`src/rtl/bpm_pkg.sv`:
```
// Package: shared constants and types of the bi-phase packet transmitter.
// Assumes messages never exceed MSG_MAX bytes.
package bpm_pkg;
    localparam int MSG_MAX   = 8;
    localparam int LEN_W     = 4;
    localparam int BYTE_BITS = 8;
    localparam int FRAME_LEN = BYTE_BITS + 3;

    localparam logic [7:0] HDR_SIG = 8'h01;
    localparam logic [7:0] HDR_CFG = 8'h51;
    localparam logic [7:0] HDR_ID  = 8'h71;
    localparam logic [7:0] HDR_CE  = 8'h03;
    localparam logic [7:0] HDR_EPT = 8'h02;

    typedef enum logic [2:0] {
        SEQ_SIG, SEQ_CFG, SEQ_ID, SEQ_RUN, SEQ_HALT
    } seq_e;

    typedef enum logic [1:0] {
        FR_IDLE, FR_PRE, FR_BYTE
    } fr_e;

    typedef struct packed {
        logic [7:0]               hdr;
        logic [LEN_W-1:0]         len;
        logic [MSG_MAX*8-1:0]     msg;
    } pkt_t;
endpackage

```
`src/rtl/bpm_scheduler.sv`:
```
// Scheduler: picks the next packet and launches it on a tick when the framer
// is idle. Order of precedence: end-power-transfer, start-up sequence,
// control-error. Keeps the control-error cadence counter in half-bit ticks.
// Assumes tick is a one-cycle pulse and fr_busy comes from the framer.
module bpm_scheduler
    import bpm_pkg::*;
#(
    parameter int SLOW_TICKS = 1000,
    parameter int FAST_TICKS = 128
) (
    input  logic        clk,
    input  logic        rst_n,
    input  logic        tick,
    input  logic        fr_busy,
    input  logic [7:0]  sig_value,
    input  logic [39:0] cfg_msg,
    input  logic [55:0] id_msg,
    input  logic [7:0]  ce_value,
    input  logic        fast_req,
    input  logic        ept_req,
    input  logic [7:0]  ept_reason,
    output logic        launch,
    output pkt_t        pkt,
    output logic        pending
);
    localparam int MAXP  = (SLOW_TICKS > FAST_TICKS) ? SLOW_TICKS : FAST_TICKS;
    localparam int CNT_W = $clog2(MAXP + 1);

    seq_e             seq_q;
    logic             ept_pend_q;
    logic [7:0]       reason_q;
    logic             ce_due_q;
    logic [CNT_W-1:0] cnt_q;
    logic [CNT_W-1:0] period;
    logic             in_startup;
    logic             ce_sent;

    // Purpose: decode whether the sequencer still owes start-up packets.
    always_comb begin
        in_startup = (seq_q == SEQ_SIG) || (seq_q == SEQ_CFG) || (seq_q == SEQ_ID);
    end

    // Purpose: flag owed work and launch it on a tick when the framer is free.
    always_comb begin
        pending = (seq_q != SEQ_HALT) &&
                  (ept_pend_q || in_startup || ((seq_q == SEQ_RUN) && ce_due_q));
        launch  = tick && !fr_busy && pending;
        ce_sent = launch && !ept_pend_q && (seq_q == SEQ_RUN);
        period  = fast_req ? CNT_W'(FAST_TICKS - 1) : CNT_W'(SLOW_TICKS - 1);
    end

    // Purpose: assemble header, length and message of the packet to launch.
    always_comb begin
        pkt = '0;
        if (ept_pend_q) begin
            pkt.hdr      = HDR_EPT;
            pkt.len      = LEN_W'(1);
            pkt.msg[7:0] = reason_q;
        end else begin
            case (seq_q)
                SEQ_SIG: begin
                    pkt.hdr      = HDR_SIG;
                    pkt.len      = LEN_W'(1);
                    pkt.msg[7:0] = sig_value;
                end
                SEQ_CFG: begin
                    pkt.hdr       = HDR_CFG;
                    pkt.len       = LEN_W'(5);
                    pkt.msg[39:0] = cfg_msg;
                end
                SEQ_ID: begin
                    pkt.hdr       = HDR_ID;
                    pkt.len       = LEN_W'(7);
                    pkt.msg[55:0] = id_msg;
                end
                default: begin
                    pkt.hdr      = HDR_CE;
                    pkt.len      = LEN_W'(1);
                    pkt.msg[7:0] = ce_value;
                end
            endcase
        end
    end

    // Purpose: advance the start-up sequence and enter halt after a shutdown.
    always_ff @(posedge clk) begin
        if (!rst_n) begin
            seq_q <= SEQ_SIG;
        end else if (launch) begin
            if (ept_pend_q) begin
                seq_q <= SEQ_HALT;
            end else begin
                case (seq_q)
                    SEQ_SIG: seq_q <= SEQ_CFG;
                    SEQ_CFG: seq_q <= SEQ_ID;
                    SEQ_ID:  seq_q <= SEQ_RUN;
                    default: seq_q <= seq_q;
                endcase
            end
        end
    end

    // Purpose: hold one end-power-transfer request and its reason code.
    always_ff @(posedge clk) begin
        if (!rst_n) begin
            ept_pend_q <= 1'b0;
            reason_q   <= '0;
        end else if (seq_q == SEQ_HALT) begin
            ept_pend_q <= 1'b0;
        end else if (ept_req) begin
            ept_pend_q <= 1'b1;
            reason_q   <= ept_reason;
        end else if (launch) begin
            ept_pend_q <= 1'b0;
        end
    end

    // Purpose: count ticks and mark a control-error packet as due each period.
    always_ff @(posedge clk) begin
        if (!rst_n || (seq_q != SEQ_RUN)) begin
            cnt_q    <= '0;
            ce_due_q <= 1'b0;
        end else begin
            if (ce_sent) begin
                ce_due_q <= 1'b0;
            end
            if (tick) begin
                if (cnt_q >= period) begin
                    cnt_q    <= '0;
                    ce_due_q <= 1'b1;
                end else begin
                    cnt_q <= cnt_q + CNT_W'(1);
                end
            end
        end
    end
endmodule

```
`src/rtl/bpm_framer.sv`:
```
// Framer: serialises one packet as preamble ones, then header, message and
// checksum bytes, each framed as start, 8 data bits LSB first, odd parity,
// stop. Presents the current bit and moves on when the encoder reports the
// bit finished. Assumes launch arrives only while idle.
module bpm_framer
    import bpm_pkg::*;
#(
    parameter int PREAMBLE_BITS = 11
) (
    input  logic clk,
    input  logic rst_n,
    input  logic launch,
    input  pkt_t pkt,
    input  logic bit_done,
    output logic busy,
    output logic bit_val
);
    localparam int PRE_W = $clog2(PREAMBLE_BITS + 1);
    localparam int POS_W = $clog2(FRAME_LEN);

    fr_e                  state_q;
    logic [PRE_W-1:0]     pre_q;
    logic [POS_W-1:0]     pos_q;
    logic [LEN_W-1:0]     idx_q;
    logic [7:0]           hdr_q;
    logic [LEN_W-1:0]     len_q;
    logic [MSG_MAX*8-1:0] msg_q;
    logic [7:0]           chk_q;
    logic [7:0]           chk_new;
    logic [7:0]           cur;
    logic                 last_byte;

    // Purpose: checksum of the packet being launched, unused bytes ignored.
    always_comb begin
        chk_new = pkt.hdr;
        for (int i = 0; i < MSG_MAX; i++) begin
            if (LEN_W'(i) < pkt.len) begin
                chk_new = chk_new ^ pkt.msg[8*i +: 8];
            end
        end
    end

    // Purpose: select the byte under transmission.
    always_comb begin
        cur = hdr_q;
        for (int i = 0; i < MSG_MAX; i++) begin
            if (idx_q == LEN_W'(i + 1)) begin
                cur = msg_q[8*i +: 8];
            end
        end
        last_byte = (idx_q == len_q + LEN_W'(1));
        if (last_byte) begin
            cur = chk_q;
        end
    end

    // Purpose: map the frame position onto the bit value on offer.
    always_comb begin
        bit_val = 1'b1;
        if (state_q == FR_BYTE) begin
            if (pos_q == POS_W'(0)) begin
                bit_val = 1'b0;
            end else if (pos_q == POS_W'(FRAME_LEN - 2)) begin
                bit_val = ~^cur;
            end else if (pos_q == POS_W'(FRAME_LEN - 1)) begin
                bit_val = 1'b1;
            end else begin
                bit_val = cur[3'(pos_q - POS_W'(1))];
            end
        end
        busy = (state_q != FR_IDLE);
    end

    // Purpose: latch the packet and step through preamble and byte frames.
    always_ff @(posedge clk) begin
        if (!rst_n) begin
            state_q <= FR_IDLE;
            pre_q   <= '0;
            pos_q   <= '0;
            idx_q   <= '0;
            hdr_q   <= '0;
            len_q   <= '0;
            msg_q   <= '0;
            chk_q   <= '0;
        end else begin
            case (state_q)
                FR_IDLE: begin
                    if (launch) begin
                        state_q <= FR_PRE;
                        pre_q   <= '0;
                        hdr_q   <= pkt.hdr;
                        len_q   <= pkt.len;
                        msg_q   <= pkt.msg;
                        chk_q   <= chk_new;
                    end
                end
                FR_PRE: begin
                    if (bit_done) begin
                        if (pre_q == PRE_W'(PREAMBLE_BITS - 1)) begin
                            state_q <= FR_BYTE;
                            pos_q   <= '0;
                            idx_q   <= '0;
                        end else begin
                            pre_q <= pre_q + PRE_W'(1);
                        end
                    end
                end
                default: begin
                    if (bit_done) begin
                        if (pos_q == POS_W'(FRAME_LEN - 1)) begin
                            pos_q <= '0;
                            if (last_byte) begin
                                state_q <= FR_IDLE;
                            end else begin
                                idx_q <= idx_q + LEN_W'(1);
                            end
                        end else begin
                            pos_q <= pos_q + POS_W'(1);
                        end
                    end
                end
            endcase
        end
    end
endmodule

```
`src/rtl/bpm_encoder.sv`:
```
// Encoder: differential bi-phase line coder. On each tick while active it
// toggles the line at the bit boundary, and toggles again at mid-bit when
// the bit is one. Assumes bit_in is stable for the two halves of a bit.
module bpm_encoder (
    input  logic clk,
    input  logic rst_n,
    input  logic tick,
    input  logic active,
    input  logic bit_in,
    output logic line,
    output logic bit_done
);
    logic phase_q;
    logic line_q;

    // Purpose: mark the tick that completes the second half of a bit.
    always_comb begin
        bit_done = tick && active && phase_q;
        line     = line_q;
    end

    // Purpose: drive the line level and track the half-bit phase.
    always_ff @(posedge clk) begin
        if (!rst_n) begin
            phase_q <= 1'b0;
            line_q  <= 1'b0;
        end else if (!active) begin
            phase_q <= 1'b0;
        end else if (tick) begin
            if (!phase_q) begin
                line_q  <= ~line_q;
                phase_q <= 1'b1;
            end else begin
                if (bit_in) begin
                    line_q <= ~line_q;
                end
                phase_q <= 1'b0;
            end
        end
    end
endmodule

```
`src/rtl/bpm_packet_tx.sv`:
```
// Top: packet transmitter for a wireless-power receiver. Connects the
// scheduler, framer and bi-phase encoder. comm_active follows the framer so
// the load limit covers every half-bit of a packet. Assumes tick_2x is a
// one-cycle pulse at twice the bit rate.
module bpm_packet_tx
    import bpm_pkg::*;
#(
    parameter int SLOW_TICKS    = 1000,
    parameter int FAST_TICKS    = 128,
    parameter int PREAMBLE_BITS = 11
) (
    input  logic        clk,
    input  logic        rst_n,
    input  logic        tick_2x,
    input  logic [7:0]  sig_value,
    input  logic [39:0] cfg_msg,
    input  logic [55:0] id_msg,
    input  logic [7:0]  ce_value,
    input  logic        fast_req,
    input  logic        ept_req,
    input  logic [7:0]  ept_reason,
    output logic        mod_drive,
    output logic        busy,
    output logic        comm_active
);
    logic launch;
    pkt_t pkt;
    logic sched_pending;
    logic fr_busy;
    logic bit_val;
    logic bit_done;

    bpm_scheduler #(
        .SLOW_TICKS (SLOW_TICKS),
        .FAST_TICKS (FAST_TICKS)
    ) u_sched (
        .clk        (clk),
        .rst_n      (rst_n),
        .tick       (tick_2x),
        .fr_busy    (fr_busy),
        .sig_value  (sig_value),
        .cfg_msg    (cfg_msg),
        .id_msg     (id_msg),
        .ce_value   (ce_value),
        .fast_req   (fast_req),
        .ept_req    (ept_req),
        .ept_reason (ept_reason),
        .launch     (launch),
        .pkt        (pkt),
        .pending    (sched_pending)
    );

    bpm_framer #(
        .PREAMBLE_BITS (PREAMBLE_BITS)
    ) u_framer (
        .clk      (clk),
        .rst_n    (rst_n),
        .launch   (launch),
        .pkt      (pkt),
        .bit_done (bit_done),
        .busy     (fr_busy),
        .bit_val  (bit_val)
    );

    bpm_encoder u_enc (
        .clk      (clk),
        .rst_n    (rst_n),
        .tick     (tick_2x),
        .active   (fr_busy),
        .bit_in   (bit_val),
        .line     (mod_drive),
        .bit_done (bit_done)
    );

    // Purpose: combine in-flight and owed work into the external flags.
    always_comb begin
        comm_active = fr_busy;
        busy        = fr_busy || sched_pending;
    end
endmodule

```
`config.mk`:
```
export PLATFORM = sky130hd
export DESIGN_NAME = bpm_packet_tx
export DESIGN_NICKNAME = d
export VERILOG_FILES = /design/src/rtl/bpm_pkg.sv /design/src/rtl/bpm_scheduler.sv /design/src/rtl/bpm_framer.sv /design/src/rtl/bpm_encoder.sv /design/src/rtl/bpm_packet_tx.sv
export SDC_FILE = /design/constraint.sdc
export NUM_CORES = 1
export LEC_CHECK = 0
export CAP_MARGIN = 40
export CELL_PAD_IN_SITES_DETAIL_PLACEMENT = 0
export CELL_PAD_IN_SITES_GLOBAL_PLACEMENT = 1
export CORE_MARGIN = 2
export CORE_UTILIZATION = 47
export DETAILED_ROUTE_END_ITERATION = 7
export DONT_BUFFER_PORTS = 1
export PLACE_DENSITY_LB_ADDON = 0.25
export SETUP_SLACK_MARGIN = 0.4
export SLEW_MARGIN = 10
export SYNTH_ARGS = -nofsm -noshare
export SYNTH_HDL_FRONTEND = slang
export SYNTH_SLANG_ARGS = --single-unit
export TNS_END_PERCENT = 30
```
`constraint.sdc`:
```
create_clock -name clk -period 3.5 [get_ports clk]
set_clock_uncertainty 0.2 [all_clocks]
set_input_delay 0.875 -clock clk [delete_from_list [all_inputs] [get_ports clk]]
set_output_delay 0.875 -clock clk [all_outputs]
set_load 0.02 [all_outputs]
```
======== Word-level counts from Yosys, hierarchy flattened ========
Index checks and enable logic that the tools add are counted.
storage, ports and cells
  output and inout bits ................... 3
  word-level logic and storage cells ...... 167
  bits of input ports ..................... 125
  register bits after elaboration ......... 115
operators by class
  bitwise logic cells ..................... 11
  order comparisons ....................... 9
  reductions and logical operators ........ 39
  equal/unequal tests ..................... 26
  add/sub/neg operators ................... 6
  multiplexer cells ....................... 61
operators by type and width
  kind                     number
  $mux W8                  17
  $pmux W32 S2             1
  $xor A8 B8 Y8            7
  $mux W48                 1
  $mux W4                  10
  $pmux W11 S3             1
  $pmux W4 S2              3
  $pmux W8 S3              1
  $mux W10                 2
  $add A4 B1 Y4 const B    4
  $eq A4 B3 Y1 const B     4
  $eq A4 B4 Y1 const B     4
  $mux W16                 1
  $mux W1                  13
  $lt A3 B4 Y1 const A     3
  $mux W12                 1
  $mux W2                  6
  $add A10 B1 Y10 const B  1
  $ge A10 B10 Y1           1
  $ne A2 B2 Y1 const B     5
  $reduce_bool A2 Y1       5
  $pmux W3 S3              1
  $eq A4 B2 Y1 const B     2
  $logic_and A1 B1 Y1      8
  32 further kinds         50

======== Logic depth before layout (Yosys ltp) ========
Gate-level depths: netlist of the first run.
  depth in word-level cells ............... 18
  gate-level depth with buffers ........... 13
  depth with buffers taken out ............ 11

======== Modules after synthesis ========
From an unflattened synthesis of the first run, not the netlist that was laid out.
second synthesis, totals
  cells, all modules ...................... 1,091
  area, all modules ....................... 8,463.1 um^2
by module, submodules not included
  module         area each (um^2)  sequential area each (um^2)  instances  cells an instance
  bpm_framer     6,221.0           1,961.9                      1          822
  bpm_scheduler  2,137.0           460.4                        1          258
  bpm_encoder    98.8              40.0                         1          10
  bpm_packet_tx  6.3               0.0                          1          1

======== Least setup slack after synthesis of the first run ========
Ideal clock, no wire load.
  path type ............................... flip-flop to flip-flop
  from .................................... register u_framer.idx_q[1]
  to ...................................... register u_enc.line_q (netlist: u_enc.line)
  data arrival time ....................... 2.864 ns
  setup time .............................. 0.063 ns
  clock period less this slack ............ 3.127 ns
  path slack .............................. 0.373 ns
  path buffers ............................ 0
  cell stages (with the launch flop) ...... 12
  required time ........................... 3.237 ns
  cells stage by stage .................... dfxtp_1 inv_1 ha_1 or3b_2 a41o_1 o221a_2 o21ai_0 xor2_1 a2111o_1 a211o_1 a211oi_1 nand3b_1
between the ends
  word-level cells in the longest chain between the ends .. 18
  elaborated cells on any way between the ends .. 27
  classes of those cells .................. 10 x eq/ne; 15 x mux; 2 x reduce/logical
RTL lines
  item                           line               RTL
  start: declaration             bpm_framer.sv:24   logic [LEN_W-1:0] idx_q;
  start signal: assignment       bpm_framer.sv:115  idx_q <= idx_q + LEN_W'(1);
  $eq A4 B1 Y1                   bpm_framer.sv:47   if (idx_q == LEN_W'(i + 1)) begin
  $mux W8 (8 in a row)           bpm_framer.sv:47
  $mux W8 *                      bpm_framer.sv:52   if (last_byte) begin
  $bmux W1 S3                    bpm_framer.sv:68   bit_val = cur[3'(pos_q - POS_W'(1))];
  $mux W1 (not written as such)  bpm_framer.sv:68
  $mux W1                        bpm_framer.sv:65   end else if (pos_q == POS_W'(FRAME_LEN - 1)) begin
  $mux W1 *                      bpm_framer.sv:63   end else if (pos_q == POS_W'(FRAME_LEN - 2)) begin
  $mux W1 *                      bpm_framer.sv:61   if (pos_q == POS_W'(0)) begin
  $mux W1 *                      bpm_framer.sv:60   if (state_q == FR_BYTE) begin
  $ne A2 B2 Y1 (no line) *       --
  $reduce_and A3 Y1 (no line) *  --
  end signal: assignment         bpm_encoder.sv:31  line_q <= ~line_q;
  end signal: assignment         bpm_encoder.sv:35  line_q <= ~line_q;
  end: declaration               bpm_encoder.sv:14  logic line_q;
Every way passes the cells marked *; elsewhere a longest branch is shown, timed or not. The select of a mux whose other input is x is not followed.
A chain may end at the register's enable or synchronous reset.

======== Final worst setup path of the first run ========
  from .................................... register u_framer.idx_q[0]
  to ...................................... register u_enc.line_q (netlist: u_enc.line)
Same word-level chain as after synthesis.

==> impl_metrics.json, run 1 <==
{
  "yosys_warnings": 0,
  "maxSlewViolCount": 0,
  "crit_type": "register to register",
  "firstDrtPassIters": 5,
  "synthArstFlopShare_pct": 0,
  "critical_path_required_ns": 3.60,
  "die-area_mm2": 0.01536,
  "synth.area.top_cells": "dfxtp_1 (32%), nand2_1 (7.0%), xnor2_1 (5.2%)",
  "syn_inst": 869,
  "r2r_setup_slack_ns": 0.38,
  "max-slew-margin-rel_pct": 51.23,
  "layout_commonest_cell": "nand2_1",
  "layout-drive-gt1-share_pct": 11.16,
  "first_global_vias": 5859,
  "syn_nets": 1012,
  "synth-seq-cells": 108,
  "rsz0062_at_grt": "true",
  "num_vias": 6262,
  "hold_class": "register to register",
  "synthFlopType": "dfxtp_1",
  "cts.path.max_buffers": 2,
  "htreeDepth": 3,
  "fin_ws_ns": 0.3803,
  "avgSynthCellArea_um2": 7.778,
  "wl_per_cell_um": 19.33,
  "synth-edff-count": 0,
  "holdCritStartpoint": "u_framer.msg_q[13]$_SDFFE_PN0P_",
  "worstSkewPairLatency_ns": 0.36,
  "drv_cap": 0,
  "hold_violations": 0,
  "final_nets": 998,
  "grt_first_pass_wirelength_um": 31270,
  "grt_max_degree": 73,
  "cts.sinks": 108,
  "finalWirelength_um": 20100,
  "cp-start-kind": "register",
  "holdBufCountCts": 0,
  "die_h_um": 123.9,
  "coreArea_mm2": 0.01399,
  "boundaryPins": 128,
  "fmax_mhz": 320.5,
  "hold_depth": 2,
  "reg2reg_to": "u_enc.line$_SDFFE_PN0P_",
  "instances_no_fill": 1040,
  "status": "finished clean",
  "p_leak_nw": 2.731,
  "antenna_found_initial": 0,
  "layout_common_cells": "nand2_1 (126), dfxtp_1 (104), nor2_1 (65)",
  "total_power_w": 0.003073,
  "tightest_slew_ns": 0.7315,
  "yosys.area.top_type_share_pct": 31.99,
  "place_ws_ns": 0.1969,
  "io_buffers": 0,
  "r2r.worst_path.cells": 12,
  "critical_path.max_fanout": 16,
  "post-dp-hpwl_um": 15380,
  "fin_setup_tns_ns": 0,
  "dr.first_iter.drc_count": 443,
  "place_congestion": 0.9634,
  "antenna_cells": 0,
  "dr.max_layer_used": "met4",
  "cp.arrival_ns": 3.22,
  "fp.dieW_um": 123.9,
  "synth_top_area_cell": "dfxtp_1",
  "dr_wl_met3_um": 1073,
  "rr_startpoint": "u_framer.idx_q[0]$_SDFFE_PN0P_",
  "root_buffer": "clkbuf_16",
  "wl_met1_um": 9064,
  "peakVddDrop_mv": 0.2519,
  "hold_end": "u_framer.msg_q[13]$_SDFFE_PN0P_",
  "postLayoutCoreUtil_pct": 53.75,
  "start_util_pct": 48.32,
  "ys_types": 64,
  "power.density_mw_per_mm2": 408.8,
  "std_cell_rows": 43,
  "syn_area_mm2": 0.006759,
  "synth_seq_area_share_pct": 31.99,
  "antenna_left": 0,
  "area_growth_pct": 11.24,
  "grt_usage_pct": 26.89,
  "grt_remaining_overflow": 0,
  "fin_crit_sh_pct": 89.14,
  "clkTransAtPathRegs_ns": 0.08,
  "cts_buffers": 9,
  "finalSetupViolCount": 0,
  "layout_min_cycle_time_ns": 3.120,
  "routed_via_density": 6.021,
  "cts_tree": "yes",
  "met2WireLength_um": 9214,
  "dp.cells": 1021,
  "drc": 0,
  "end_kind": "register"
}
flip-flops by register name (all words and copies together), names as in the netlist:
signal	cells
u_enc.line	1
u_enc.phase_q	1
u_framer.chk_q	8
u_framer.hdr_q	3
u_framer.idx_q	4
u_framer.len_q	2
u_framer.msg_q	56
u_framer.pos_q	4
u_framer.pre_q	4
u_framer.state_q	2
u_sched.ce_due_q	1
u_sched.cnt_q	10
u_sched.ept_pend_q	1
u_sched.reason_q	8
u_sched.seq_q	3
metal layers:
| metal | GRT usage, % | vias up |
|---|---|---|
| li1 | - | 3053 |
| met1 | 35.77 | 2950 |
| met2 | 42.51 | 215 |
| met3 | 4.899 | 44 |
| met4 | 12.08 | 0 |
| met5 | 0 | - |
worst max-delay path by stage:
| stage | slack [ns] | to | depth (start not counted) | from |
|---|---|---|---|---|
| floorplan | 0.44 | u_enc.line$_SDFFE_PN0P_ | 11 | u_framer.idx_q[1]$_SDFFE_PN0P_ |
| global placement | 0.22 | u_enc.line$_SDFFE_PN0P_ | 12 | u_framer.idx_q[1]$_SDFFE_PN0P_ |
| detailed placement | 0.20 | u_enc.line$_SDFFE_PN0P_ | 11 | u_framer.idx_q[1]$_SDFFE_PN0P_ |
| CTS | 0.41 | u_enc.line$_SDFFE_PN0P_ | 11 | u_framer.idx_q[0]$_SDFFE_PN0P_ |
| global route | 0.28 | u_enc.line$_SDFFE_PN0P_ | 11 | u_framer.idx_q[0]$_SDFFE_PN0P_ |
| finish | 0.38 | u_enc.line$_SDFFE_PN0P_ | 12 | u_framer.idx_q[0]$_SDFFE_PN0P_ |
timing repair:
action                                  CTS  global route
gates resized for setup                  34            12
hold endpoints to repair                  0             0
endpoints found under the setup margin    3             3
buffers inserted                          2             1
pin swaps                                 6             3
Yosys cell counts (3+ instances only):
library cell and count:
nand2b_1 9, xor2_1 29, o21ai_0 57, o211a_1 21, o21bai_1 3, o221ai_1 3, nand3_1 38, mux2i_1 8
a221oi_1 6, and2_1 6, xnor2_1 40, and3_1 4, clkbuf_1 38, nor3b_1 9, a22o_1 8, dfxtp_1 108
buf_2 11, ha_1 18, a21boi_0 30, nand3b_1 10, a31oi_1 9, nand2_1 126, buf_1 10, or3_1 4
o22ai_1 5, a211oi_1 12, a21oi_1 47, nor2b_1 21, o31ai_1 4, nor3_1 4, inv_1 19, a22oi_1 35
or2_2 3, nand4_1 7, nor2_1 67
worst max-delay path, stage by stage (launching register included):
cell and delay, ns:
dfxtp_4 0.38, inv_4 0.09, ha_4 0.16, buf_6 0.16, nor2_1 0.05, a221oi_1 0.31
o21ai_1 0.14, a211oi_2 0.35, a211oi_2 0.11, a2111o_1 0.42, a211o_1 0.33, a211oi_2 0.21
nand3b_1 0.13
cell type report:
class | count | area [um2]
sequential | 108 | 2172
fill | 1316 | 6470
clock buffer | 10 | 229.0
multi-input combinational | 681 | 4425
tap | 180 | 225.2
timing repair buffer | 36 | 285.3
clock inverter | 6 | 105.1
inverter | 19 | 76.32
per-stage QoR:
| stage | hold slack, ns | cell area (um2) |
|---|---|---|
| 2_1_floorplan | 0.2163 | 6760 |
| 3_3_place_gp | 0.2365 | 6982 |
| 4_1_cts | 0.2653 | 7467 |
| 3_5_place_dp | 0.2475 | 6993 |
| 6_report | 0.2640 | 7518 |
| 5_1_grt | 0.2915 | 7518 |
report_power, final:
group | total, W | switching (W) | leakage [nW] | internal [W]
logic | 0.000576 | 0.000341 | 1.69 | 0.000235
registers | 0.00134 | 0.0000562 | 0.880 | 0.00128
clock network | 0.00116 | 0.000515 | 0.162 | 0.000645
logic make-up (layout without fill, tap and decap cells):
family / count (synthesis) / in the layout / share of synthesized area (%)
xor gates and xnor gates: 69 / 69 / 8.941
buffers and inverters: 80 / 71 / 4.869
adders and majority gates: 18 / 18 / 3.332
DFF: 108 / 108 / 31.99
AOI/OAI and AO/OA: 266 / 266 / 27.27
muxes: 9 / 9 / 1.518
and+or+nand+nor: 319 / 319 / 22.08
Note: power is estimated with default switching activity, not from simulation.
==> run 2: changes to the inputs <==
--- a/config.mk
+++ b/config.mk
@@ -5,15 +5,15 @@
 export SDC_FILE = /design/constraint.sdc
 export NUM_CORES = 1
 export LEC_CHECK = 0
+export ABC_AREA = 1
 export CAP_MARGIN = 40
 export CELL_PAD_IN_SITES_DETAIL_PLACEMENT = 0
 export CELL_PAD_IN_SITES_GLOBAL_PLACEMENT = 1
 export CORE_MARGIN = 2
-export CORE_UTILIZATION = 47
+export CORE_UTILIZATION = 46
 export DETAILED_ROUTE_END_ITERATION = 7
 export DONT_BUFFER_PORTS = 1
 export PLACE_DENSITY_LB_ADDON = 0.25
-export SETUP_SLACK_MARGIN = 0.4
 export SLEW_MARGIN = 10
 export SYNTH_ARGS = -nofsm -noshare
 export SYNTH_HDL_FRONTEND = slang
==> run 2 against run 1 <==
  * Clock power fell by 4%
  * First-iteration DRC count rose by 8.4%
  * Critical path depth rose by 6
  * Non-clock buffer count fell by 24
  * Routed wire length fell by 3.9%
  * Combinational power rose by 77%
==> impl_metrics.json, run 2 <==
{
  "status": "finished clean",
  "antenna_left": 0,
  "routed_via_density": 5.473,
  "layout_min_cycle_time_ns": 3.018,
  "rr_startpoint": "u_framer.len_q[1]$_SDFFE_PN0P_",
  "std_cell_rows": 43,
  "start_util_pct": 47.35,
  "ys_types": 50,
  "fin_hold_ws_ns": 0.2714,
  "end_kind": "register",
  "clkTransAtPathRegs_ns": 0.08,
  "die_h_um": 124,
  "coreArea_mm2": 0.01399,
  "syn_area_mm2": 0.006624,
  "largestRegisters": "u_framer.msg_q (56), u_sched.cnt_q (10)",
  "dr.first_iter.drc_count": 480,
  "hold_depth": 2,
  "cts_setup_buffers": 0,
  "area_growth_pct": 6.668,
  "rsz0062_at_grt": "false",
  "synth-edff-count": 0,
  "grt_remaining_overflow": 0,
  "power.density_mw_per_mm2": 499.2,
  "fin_crit_sh_pct": 86.23,
  "final_nets": 1085,
  "maxSlewViolCount": 0,
  "synth-seq-cells": 108,
  "grt_max_degree": 43,
  "pwr-share-comb_pct": 28.8,
  "critPathMaxStageDelay_ns": 0.46,
  "cts-resized-gates": 0,
  "hold_end": "u_framer.msg_q[15]$_SDFFE_PN0P_",
  "crit_buf_inv": 0,
  "peakVddDrop_mv": 0.3225,
  "layout_commonest_cell": "nand2_1",
  "crit_type": "register to register",
  "cp_top_family": "simple AND/OR/NAND/NOR gates",
  "syn_inst": 956,
  "clock_power_share_pct": 31.5,
  "grt_first_pass_wirelength_um": 30580,
  "r2r_setup_slack_ns": 0.48,
  "postLayoutCoreUtil_pct": 50.51,
  "avgSynthCellArea_um2": 6.929,
  "first_global_vias": 5664,
  "fillers": 1495,
  "critical_path.max_fanout": 13,
  "hold_class": "register to register",
  "regArea_mm2": 0.002162,
  "critical_path_required_ns": 3.55,
  "fp.dieW_um": 124,
  "grt_usage_pct": 26.22,
  "post-dp-hpwl_um": 14900,
  "hold_violations": 0,
  "crit_path_frequent_cell": "nand2_1",
  "antenna_cells": 0,
  "synth.area.top_cells": "dfxtp_1 (33%), nand2_1 (12%), nand3_1 (7.3%)",
  "firstDrtPassIters": 5,
  "p_int_w": 0.002248,
  "switchingPower_w": 0.001279,
  "switching_share_pct": 36.27,
  "drc": 0,
  "cts.sinks": 108,
  "synth_seq_area_share_pct": 32.64,
  "syn_nets": 1099,
  "holdBufCountCts": 0,
  "boundaryPins": 128,
  "r2r.worst_path.cells": 18,
  "pwr-share-seq_pct": 39.7,
  "finalSetupViolCount": 0,
  "layout-drive-gt1-share_pct": 5.808,
  "layout_common_cells": "nand2_1 (205), inv_1 (117), dfxtp_1 (108)",
  "num_vias": 6168,
  "yosys.area.top_type_share_pct": 32.64,
  "cp.arrival_ns": 3.07,
  "fmax_mhz": 331.3,
  "tightest_slew_ns": 0.5736,
  "cp_slowest_cell": "nor2_2",
  "yosysMostFrequentCell": "nand2_1",
  "max-slew-margin-rel_pct": 61.72,
  "cts.path.max_buffers": 2,
  "finalWirelength_um": 19330,
  "instances_no_fill": 1127,
  "synthFlopType": "dfxtp_1",
  "io_buffers": 0,
  "holdCritStartpoint": "u_framer.msg_q[15]$_SDFFE_PN0P_",
  "cp-start-kind": "register",
  "htreeDepth": 3,
  "total_power_w": 0.003527,
  "wl_per_cell_um": 17.15,
  "reg2reg_to": "u_enc.line$_SDFFE_PN0P_",
  "cts_buffers": 9,
  "yosys_warnings": 0,
  "regMostFlops": "u_framer.msg_q",
  "place_congestion": 0.9098,
  "largest_reg_flops": 56,
  "fin_setup_tns_ns": 0,
  "multiInputGateArea_mm2": 0.003795,
  "synthArstFlopShare_pct": 0,
  "synth_top_area_cell": "dfxtp_1",
  "root_buffer": "clkbuf_16",
  "die-area_mm2": 0.01538,
  "drv_cap": 0,
  "synthTopCellsByCount": "nand2_1 (205), inv_1 (117), dfxtp_1 (108)",
  "cts_tree": "yes",
  "dp.cells": 1111,
  "p_leak_nw": 2.870,
  "antenna_found_initial": 0,
  "worstSkewPairLatency_ns": 0.37,
  "crit_chain": "ha_1 -> xnor2_1 -> nand3_1 -> nor2_2 -> nor2_1 -> o21a_1 -> nand2_1 -> nand2_1 -> nand2_1 -> nand2_1 -> nand3_1 -> nand2_1 -> nand2_1 -> nand3_1 -> nand2_1 -> nand2_1 -> a21oi_1 -> nor2_1"
}
## run 2: cell types whose count changed after synthesis, moves of 19 or more
cell,delta
a21boi_0,-30
nand3_1,+58
nor2b_1,-21
a22o_1,+20
a22oi_1,-31
clkbuf_1,-20
nand2_1,+79
inv_1,+98
xnor2_1,-19
o211a_1,-21
## run 2: cell families (layout without fill, tap and decap cells)
family          after synthesis  count (layout)  share of synthesized area (%)
simple gates                406             406                          27.09
compound gates              204             204                          19.19
buf+inv                     164             155                          10.16
flops                       108             108                          32.64
xor+xnor                     56              56                          7.518
fa+ha+maj                    18              18                          3.400
## run 2: worst max path at each step
stage	from	endpoint	cells after the start
4_1_cts	u_framer.idx_q[2]$_SDFFE_PN0P_	u_enc.line$_SDFFE_PN0P_	18
3_5_place_dp	u_framer.idx_q[2]$_SDFFE_PN0P_	u_enc.line$_SDFFE_PN0P_	18
5_1_grt	u_framer.idx_q[0]$_SDFFE_PN0P_	u_enc.line$_SDFFE_PN0P_	24
3_3_place_gp	u_framer.idx_q[2]$_SDFFE_PN0P_	u_enc.line$_SDFFE_PN0P_	18
6_report	u_framer.len_q[1]$_SDFFE_PN0P_	u_enc.line$_SDFFE_PN0P_	18
2_1_floorplan	tick_2x	u_framer.idx_q[2]$_SDFFE_PN0P_	8
## run 2: cell type report
type | instances | area share (%)
Clock buffer | 9 | 3.188
Timing Repair Buffer | 12 | 1.275
Tap cell | 180 | 3.188
Clock inverter | 7 | 1.275
Sequential cell | 108 | 30.60
Inverter | 127 | 6.765
Multi-Input combinational cell | 684 | 53.71
## run 2: worst register-to-register path, stage by stage, from the launching register on
cell	delay [ns]
dfxtp_1	0.44
ha_1	0.29
xnor2_1	0.14
nand3_1	0.10
nor2_2	0.46
nor2_1	0.20
o21a_1	0.16
nand2_1	0.13
nand2_1	0.09
nand2_1	0.07
nand2_1	0.08
nand3_1	0.07
nand2_1	0.05
nand2_1	0.06
nand3_1	0.06
nand2_1	0.07
nand2_1	0.06
a21oi_1	0.12
nor2_1	0.06
## run 2: stage by stage
stage | area (um2) | setup WS (ns)
3_3_place_gp | 6750 | 0.5057
5_1_grt | 7066 | 0.2219
6_report | 7066 | 0.4819
3_5_place_dp | 6750 | 0.5223
2_1_floorplan | 6624 | 0.8359
4_1_cts | 7066 | 0.5089
## run 2: routing by layer
metal / vias up / part of all wire (%) / GRT usage [%]
li1: 3154 / - / -
met1: 2807 / 47 / 37.03
met2: 199 / 46 / 42.41
met3: 8 / 6.4 / 4.853
met4: 0 / 0.66 / 4.284
met5: - / 0 / 0
## run 2: power by group through the flow
stage          Clock (W)  Sequential [W]  Combinational (W)
4_1_cts          0.00113         0.00140            0.00101
6_report         0.00111         0.00140            0.00102
3_5_place_dp           0         0.00143            0.00101
5_1_grt          0.00117         0.00141            0.00113
3_3_place_gp           0         0.00143            0.00101
2_1_floorplan          0         0.00140           0.000780
